<file path="config.mk">
export PLATFORM = sky130hd
export DESIGN_NAME = inj_seq_top
export DESIGN_NICKNAME = d
export VERILOG_FILES = /design/src/rtl/inj_seq_pkg.sv /design/src/rtl/inj_cfg_regs.sv /design/src/rtl/inj_chan_ptr.sv /design/src/rtl/inj_status.sv /design/src/rtl/inj_seq_top.sv
export SDC_FILE = /design/constraint.sdc
export NUM_CORES = 1
export LEC_CHECK = 0
export BUFFER_PORTS_ARGS = -buffer_cell sky130_fd_sc_hd__buf_4
export CAP_MARGIN = 20
export CORE_MARGIN = 4
export CORE_UTILIZATION = 48
export CTS_CLUSTER_SIZE = 28
export DETAILED_ROUTE_END_ITERATION = 10
export PLACE_DENSITY = 0.81
export SETUP_SLACK_MARGIN = 0.2
export SLEW_MARGIN = 20
export SYNTH_ARGS = -nofsm -noshare
export SYNTH_HDL_FRONTEND = slang
export SYNTH_SLANG_ARGS = --single-unit
</file>
<file path="constraint.sdc">
create_clock -name clk -period 1.95 [get_ports clk]
set_input_delay 0.2925 -clock clk [delete_from_list [all_inputs] [get_ports clk]]
set_output_delay 0.2925 -clock clk [all_outputs]
set_load 0.01 [all_outputs]
</file>
<file path="src/rtl/inj_seq_pkg.sv">
package inj_seq_pkg;

    typedef enum logic [1:0] {
        S_IDLE   = 2'd0,
        S_LAUNCH = 2'd1,
        S_WAIT   = 2'd2
    } seq_state_e;

    typedef struct packed {
        logic scan;
        logic sync;
        logic dma;
    } seq_cfg_t;

endpackage

</file>
<file path="src/rtl/inj_cfg_regs.sv">
module inj_cfg_regs
    import inj_seq_pkg::*;
(
    input  logic     clk,
    input  logic     rst_n,
    input  logic     en,
    input  logic     cfg_wr,
    input  logic     scan_in,
    input  logic     sync_in,
    input  logic     dma_in,
    output seq_cfg_t cfg
);

    // Mode bits are writable only while the filter is disabled.
    always_ff @(posedge clk or negedge rst_n) begin
        if (!rst_n) begin
            cfg <= '0;
        end else if (cfg_wr && !en) begin
            cfg.scan <= scan_in;
            cfg.sync <= sync_in;
            cfg.dma  <= dma_in;
        end
    end

endmodule

</file>
<file path="src/rtl/inj_chan_ptr.sv">
module inj_chan_ptr #(
    parameter int NUM_CH = 8,
    localparam int IDX_W = $clog2(NUM_CH)
) (
    input  logic              clk,
    input  logic              rst_n,
    input  logic              scan_mode,
    input  logic              mask_wr,
    input  logic [NUM_CH-1:0] mask_in,
    input  logic              load_first,
    input  logic              align,
    input  logic              step_up,
    input  logic              step_wrap,
    output logic [IDX_W-1:0]  ptr,
    output logic [NUM_CH-1:0] mask_q,
    output logic              more_above
);

    // Lowest selected index at or above 'from'; MSB flags a hit.
    function automatic logic [IDX_W:0] seek(input logic [NUM_CH-1:0] m, input int from);
        logic [IDX_W:0] r;
        r = '0;
        for (int i = NUM_CH - 1; i >= 0; i--) begin
            if (m[i] && i >= from) r = {1'b1, IDX_W'(i)};
        end
        return r;
    endfunction

    logic [IDX_W:0] above_q;
    logic [IDX_W:0] lowest_q;
    logic [IDX_W:0] lowest_new;
    logic [IDX_W-1:0] wrap_next;

    always_comb begin
        above_q    = seek(mask_q, int'(ptr) + 1);
        lowest_q   = seek(mask_q, 0);
        lowest_new = seek(mask_in, 0);
        more_above = above_q[IDX_W];
        wrap_next  = above_q[IDX_W] ? above_q[IDX_W-1:0] : lowest_q[IDX_W-1:0];
    end

    always_ff @(posedge clk or negedge rst_n) begin
        if (!rst_n) begin
            mask_q <= '0;
        end else if (mask_wr) begin
            mask_q <= mask_in;
        end
    end

    always_ff @(posedge clk or negedge rst_n) begin
        if (!rst_n) begin
            ptr <= '0;
        end else if (mask_wr && !scan_mode) begin
            ptr <= lowest_new[IDX_W-1:0];
        end else if (load_first) begin
            ptr <= lowest_q[IDX_W-1:0];
        end else if (align) begin
            ptr <= mask_q[ptr] ? ptr : wrap_next;
        end else if (step_up) begin
            ptr <= above_q[IDX_W-1:0];
        end else if (step_wrap) begin
            ptr <= wrap_next;
        end
    end

endmodule

</file>
<file path="src/rtl/inj_status.sv">
module inj_status (
    input  logic clk,
    input  logic rst_n,
    input  logic en,
    input  logic last_done,
    input  logic rd_ack,
    input  logic dma_en,
    output logic eoc,
    output logic ovr,
    output logic dma_req
);

    always_ff @(posedge clk or negedge rst_n) begin
        if (!rst_n) begin
            eoc     <= 1'b0;
            ovr     <= 1'b0;
            dma_req <= 1'b0;
        end else if (!en) begin
            eoc     <= 1'b0;
            ovr     <= 1'b0;
            dma_req <= 1'b0;
        end else begin
            dma_req <= last_done && dma_en;
            if (last_done) begin
                eoc <= 1'b1;
                if (eoc && !rd_ack) ovr <= 1'b1;
            end else if (rd_ack) begin
                eoc <= 1'b0;
            end
        end
    end

endmodule

</file>
<file path="src/rtl/inj_seq_top.sv">
module inj_seq_top
    import inj_seq_pkg::*;
#(
    parameter int NUM_CH = 8,
    localparam int IDX_W = $clog2(NUM_CH)
) (
    input  logic              clk,
    input  logic              rst_n,
    input  logic              en,
    input  logic              cfg_wr,
    input  logic              cfg_scan,
    input  logic              cfg_sync,
    input  logic              cfg_dma,
    input  logic              mask_wr,
    input  logic [NUM_CH-1:0] mask_in,
    input  logic              sw_start,
    input  logic              master_start,
    input  logic              conv_done,
    input  logic              rd_ack,
    output logic [IDX_W-1:0]  ch_idx,
    output logic              conv_start,
    output logic              busy,
    output logic              eoc,
    output logic              ovr,
    output logic              dma_req
);

    seq_cfg_t          cfg;
    seq_state_e        state_q, state_d;
    logic [NUM_CH-1:0] mask_q;
    logic              more_above;
    logic              trig, done_ok, last_done;
    logic              load_first, align, step_up, step_wrap;

    inj_cfg_regs u_cfg (
        .clk     (clk),
        .rst_n   (rst_n),
        .en      (en),
        .cfg_wr  (cfg_wr),
        .scan_in (cfg_scan),
        .sync_in (cfg_sync),
        .dma_in  (cfg_dma),
        .cfg     (cfg)
    );

    inj_chan_ptr #(.NUM_CH(NUM_CH)) u_ptr (
        .clk        (clk),
        .rst_n      (rst_n),
        .scan_mode  (cfg.scan),
        .mask_wr    (mask_wr),
        .mask_in    (mask_in),
        .load_first (load_first),
        .align      (align),
        .step_up    (step_up),
        .step_wrap  (step_wrap),
        .ptr        (ch_idx),
        .mask_q     (mask_q),
        .more_above (more_above)
    );

    inj_status u_stat (
        .clk       (clk),
        .rst_n     (rst_n),
        .en        (en),
        .last_done (last_done),
        .rd_ack    (rd_ack),
        .dma_en    (cfg.dma),
        .eoc       (eoc),
        .ovr       (ovr),
        .dma_req   (dma_req)
    );

    // State register.
    always_ff @(posedge clk or negedge rst_n) begin
        if (!rst_n) state_q <= S_IDLE;
        else        state_q <= state_d;
    end

    // Next state and outputs.
    always_comb begin
        trig       = en && !mask_wr && (|mask_q) && (state_q == S_IDLE)
                     && (cfg.sync ? master_start : sw_start);
        done_ok    = en && (state_q == S_WAIT) && conv_done;
        last_done  = done_ok && !(cfg.scan && more_above);
        load_first = trig && cfg.scan;
        align      = trig && !cfg.scan;
        step_up    = done_ok && cfg.scan && more_above;
        step_wrap  = done_ok && !cfg.scan;
        conv_start = (state_q == S_LAUNCH);
        busy       = (state_q != S_IDLE);
        state_d    = state_q;
        unique case (state_q)
            S_IDLE:   if (trig) state_d = S_LAUNCH;
            S_LAUNCH: state_d = S_WAIT;
            S_WAIT:   if (done_ok) state_d = last_done ? S_IDLE : S_LAUNCH;
            default:  state_d = S_IDLE;
        endcase
        if (!en) state_d = S_IDLE;
    end

endmodule

</file>
Word level (Yosys, flattened, before mapping). Index checks and enable logic that the tools add are counted.

Register bits after elaboration: 19. Bits of input ports: 20.

$add $sub $neg: 1. Order comparisons: 9. Equal/unequal tests: 8. Multiplexer cells: 46. Reduce and logical (&&, ||, !) cells: 37.

Operators by type and width (count): $ge A4 B32 Y1 const A (4); $mux W3 (23); $ge A3 B32 Y1 const A (2); $ge A1 B32 Y1 const A (1); $ge A2 B32 Y1 const A (1); $mux W4 (8); $logic_and A1 B1 Y1 (25); $mux W1 (10); $reduce_or A8 Y1 (1); $mux W2 (3); $ne A3 B3 Y1 const B (2); $pmux W2 S3 (1); $reduce_and A2 Y1 (3); $logic_not A1 Y1 (5); $reduce_bool A5 Y1 (1); $add A3 B1 Y4 const B (1); $lt A3 B4 Y1 const B (1); $ne A2 B1 Y1 const B (2); $ne A4 B3 Y1 const B (1); $bmux W1 S3 (1); $ne A3 B1 Y1 const B (1); $eq A2 B1 Y1 const B (1); $eq A2 B2 Y1 const B (1); $logic_not A2 Y1 (1); $reduce_bool A2 Y1 (1).

Longest topological paths before layout.
Depth after elaboration: 18. Mapped depth: 8. Mapped depth without buffers: 8.

Hierarchy. From an unflattened synthesis, not the netlist that was laid out.

Cell total of the unflattened synthesis: 145. Area total of the unflattened synthesis: 1370.1 µm².

Modules (own cells, without submodules): inj_chan_ptr (times used 1, cells each 110, area an instance 960.9 µm², seq. area each 275.3 µm²); inj_seq_top (times used 1, cells each 20, area an instance 163.9 µm², seq. area each 50.0 µm²); inj_cfg_regs (times used 1, cells each 7, area an instance 133.9 µm², seq. area each 75.1 µm²); inj_status (times used 1, cells each 8, area an instance 111.4 µm², seq. area each 75.1 µm²).

Worst setup path after synthesis. Ideal clock, no wire load.

Kind: reg2reg. Start point: reg u_ptr.ptr[1]. End point: reg u_ptr.ptr[0]. Library setup time: 80 ps. Data arrival time: 2047 ps. Path slack: -177 ps. Cell stages (with the launch flop): 9. Buffers on the path: 0. Period minus slack after synthesis: 2127 ps. Cells stage by stage: dfrtp_1 -> inv_1 -> ha_1 -> nand2b_1 -> o31ai_1 -> a31oi_1 -> o21ai_2 -> mux2_4 -> o211ai_2.

Cells in the longest elaborated chain, start to end: 17.

Ends and longest elaborated chain: start, declared (RTL line inj_chan_ptr.sv:14) `output logic [IDX_W-1:0] ptr,`; start signal, assigned (RTL line inj_chan_ptr.sv:54) `ptr <= lowest_new[IDX_W-1:0];`; start signal, assigned (RTL line inj_chan_ptr.sv:56) `ptr <= lowest_q[IDX_W-1:0];`; start signal, assigned (RTL line inj_chan_ptr.sv:58) `ptr <= mask_q[ptr] ? ptr : wrap_next;`; $add A3 B1 Y4 (RTL line inj_chan_ptr.sv:35) `above_q = seek(mask_q, int'(ptr) + 1);`; $ge A4 B32 Y1 (RTL line inj_chan_ptr.sv:24) `if (m[i] && i >= from) r = {1'b1, IDX_W'(i)};`; $logic_and A1 B1 Y1 (RTL line inj_chan_ptr.sv:24); $mux W4 (8 in a row) (RTL line inj_chan_ptr.sv:24); $mux W3 (RTL line inj_chan_ptr.sv:39) `wrap_next = above_q[IDX_W] ? above_q[IDX_W-1:0] : lowest_q[IDX_W-1:0];`; $mux W3 (RTL line inj_chan_ptr.sv:61) `end else if (step_wrap) begin`; $mux W3 (RTL line inj_chan_ptr.sv:59) `end else if (step_up) begin`; $mux W3 (RTL line inj_chan_ptr.sv:57) `end else if (align) begin`; $mux W3 (RTL line inj_chan_ptr.sv:55) `end else if (load_first) begin`; $mux W3 (RTL line inj_chan_ptr.sv:53) `end else if (mask_wr && !scan_mode) begin`.

Parallel ways exist; a longest one is shown, timed or not. The select of a mux whose other input is x is not followed. A chain may end at the register's enable or synchronous reset.

Worst setup path in the final report.
Start point: reg u_ptr.ptr[0]. End point: reg u_ptr.ptr[2].

The elaborated chain is that of the path after synthesis.

==> flow_metrics.tcl <==
set metrics [dict create \
    wire_per_inst_um 16.8 \
    ant_nets 0 \
    p_seq_share_pct 24.1 \
    crit_type "reg2reg" \
    skew_ns 0.00637 \
    irDropWorstVdd_mv 1.17 \
    cts_made_buffers 3 \
    grtUsageTotal_pct 22.7 \
    dr.pass1.iters 5 \
    synth_cell_types 47 \
    post-route-min-period_ns 2.03 \
    rrSetupSlack_ns -0.08 \
    grt_max_degree 20 \
    cp-start-kind "flip-flop" \
    min_from "cfg_dma" \
    cp-end-kind "flip-flop" \
    relSlewSlack_pct 77.9 \
    power.total_mw 2.32 \
    synth.area.top_cells "dfrtp_1, mux2_2, ha_1" \
    io_buffers 27 \
    syn-num-nets 163 \
    cp_cell_sequence "ha_2, nand2b_4, a21oi_2, a21oi_4, buf_4, o21ba_2, a221o_1, a21oi_1" \
    synth-seq-area-share_pct 35.6 \
    antenna_found_initial 0 \
    whs_endpoint "u_cfg.cfg[0]" \
    worst_slack_ns -0.0753 \
    finalHoldViolCount 0 \
    clk_path_buf_depth 2 \
    r2r_start "u_ptr.ptr[0]" \
    htreeDepth 1 \
    r2r-end "u_ptr.ptr[2]" \
    synth_top_area_share_pct 35.6 \
    internal-power_mw 1.38 \
    crit_slowest_cell "dfrtp_2" \
    utilization_pct 79.8 \
    syn_area_sq_um 1340 \
    synth_seq_cells 19 \
    numClockSinks 19 \
    fin_nets 228 \
    finalSetupTns_ns -0.260 \
    grt_pass1_wl_um 6350 \
    cp_max_fo 5 \
    rsz0062_at_grt "true" \
    cts-root-buf "clkbuf_4" \
    grt_pass1_vias 1379 \
    holdCritPathClass "in2reg" \
    yosysWarnings 0 \
    layout-drive-gt1-share_pct 55.7 \
    num_rows 18 \
    synth_top_flop_cell "dfrtp_1" \
    p_sw_mw 0.947 \
    synth_edf_count 0 \
    die_h_um 60.8 \
    period_share_pct 104 \
    netlist_instances 139 \
    fmax_ghz 0.494 \
    p_sw_share_pct 40.8 \
    nFillCells 167 \
    cts_tree "yes" \
    hold_depth 2 \
    core_sq_um 2570 \
    drt_wl_total_um 3920 \
    r2r_cells 8 \
    via_per_inst 5.89 \
    die_area_sq_um 3690 \
    max_slew.worst_pin.slew_ns 0.328 \
    dpl.hpwl_um 2800 \
    yosys.area.top_type "dfrtp_1" \
    combPwrFrac_pct 67.5 \
    diodes 0 \
    status "finished with violations" \
    initial_core_util_pct 52.0 \
    synth-async-reset-ratio_pct 100 \
    clock_power_share_pct 8.4 \
    cap_violations 0 \
    cts.clk_slew.worst_paths_ns 0.11 \
    die_w_um 60.8 \
    slew_violations 0 \
    grt_overflow 0 \
    crit_arrival_ns 2.24 \
    worst_ep_required_time_ns 2.16 \
    clk_latency_ns 0.29 \
    power_density_nw_per_um2 1130 \
    drt_iter0_drc 78 \
    p_leak_nw 0.913 \
    setup_viol 5 \
    syn_to_final_growth_pct 53.3 \
    io_pins 28 \
    violations "negative setup slack" \
    via_count 1372 \
    drc_errors 0 \
    cpPeakStageDelay_ns 0.47 \
    place.gp.congestion 0.939 \
    syn_area_per_cell_sq_um 9.61 \
]
logic make-up (layout without fill, tap and decap cells):
| family | Yosys count | count (layout) | share of synthesized area (%) |
|---|---|---|---|
| AO/OA/AOI/OAI | 45 | 45 | 23.7 |
| flip-flops | 19 | 19 | 35.6 |
| buffers and inverters | 8 | 72 | 2.34 |
| multiplexers | 14 | 14 | 13.7 |
| adder cells (fa/ha/maj) | 4 | 4 | 3.75 |
| AND/OR/NAND/NOR | 48 | 48 | 19.8 |
| XOR/XNOR | 1 | 1 | 1.22 |
power by group through the flow:
stage	combinational (mW)	sequential, mW	clock (mW)
floorplan	0.737	0.563	0
global placement	1.21	0.541	0
detailed placement	1.25	0.550	0
CTS	1.44	0.550	0.202
global route	1.68	0.568	0.225
finish	1.57	0.559	0.196
through the flow:
step	cells	setup WS (ns)	area [sq um]	hold slack [ns]
finish	233	-0.0753	2050	0.223
global route	233	-0.175	2050	0.204
CTS	230	-0.0364	1980	0.223
detailed placement	217	-0.101	1790	0.178
global placement	217	-0.113	1790	0.175
floorplan	139	-0.00428	1390	-0.00309
cell type report:
| class | count | area, sq um | area share (%) |
|---|---|---|---|
| multi-input cells | 112 | 1010 | 49.2 |
| repair buffers | 62 | 472 | 23.0 |
| clock buffers | 4 | 26.3 | 1.28 |
| well taps | 30 | 37.5 | 1.83 |
| inverters | 6 | 25.0 | 1.22 |
| flip-flops and latches | 19 | 479 | 23.4 |
critical path, delay by kind of cell (launching register included):
kind,cells,cell delay [ns]
compound gates,5,0.96
fa+ha+maj,1,0.19
buf+inv,1,0.16
flops,1,0.47
simple gates,1,0.16
flip-flops by register name, indices dropped and copies added (netlist names):
name            flops
u_stat.dma_req      1
u_cfg.cfg           3
u_stat.eoc          1
u_ptr.ptr           3
state_q             2
u_ptr.mask_q        8
u_stat.ovr          1
worst max path at each step:
stage                               to  cells after the start            start  slack (ns)
after global placement    u_ptr.ptr[0]                      6       state_q[0]       -0.11
final                     u_ptr.ptr[2]                      8     u_ptr.ptr[0]       -0.08
after CTS                 u_ptr.ptr[0]                      7     u_ptr.ptr[0]       -0.04
after floorplan           u_ptr.ptr[0]                      7     u_ptr.ptr[1]      -0.004
after detailed placement  u_ptr.ptr[1]                      6       state_q[0]       -0.10
after global routing        state_q[0]                      9  u_ptr.mask_q[1]       -0.18
per-layer routing:
layer | wire length (um) | global-route usage [%] | part of all wire [%]
met3 | 244 | 2.34 | 6.2
met5 | 0 | 0 | 0
met2 | 2030 | 39.4 | 52
met1 | 1590 | 30.2 | 40
met4 | 63 | 5.88 | 1.6
Yosys cell counts, drive strengths merged, types with 2 or more instances:
library cell	count
mux2	11
nand2b	8
or2	2
a21oi	10
nor4	2
o21ba	3
o211ai	2
o21ai	10
and3	2
nor3b	2
nor2	11
buf	2
dfrtp	19
mux4	2
nand2	9
inv	6
nand3	2
o31ai	3
o21a	3
ha	4
a31oi	3
nor2b	4
layout by cell type, fill, tap and decap left out, types with 4 or more instances in the layout:
cell type,n
mux2_2,9
a21oi_1,6
buf_4,60
inv_1,4
o21ai_0,4
nor2_1,11
dfrtp_1,16
nand2_1,8
nand2b_1,7
repair_timing:
action,CTS,global route
pin swaps,12,4
setup endpoints to repair,7,8
cloned,0,0
gates resized for setup,20,12
endpoints found under the hold margin,19,0
setup buffers,8,3
hold buffers,1,0
(Power assumes the default switching activity.)
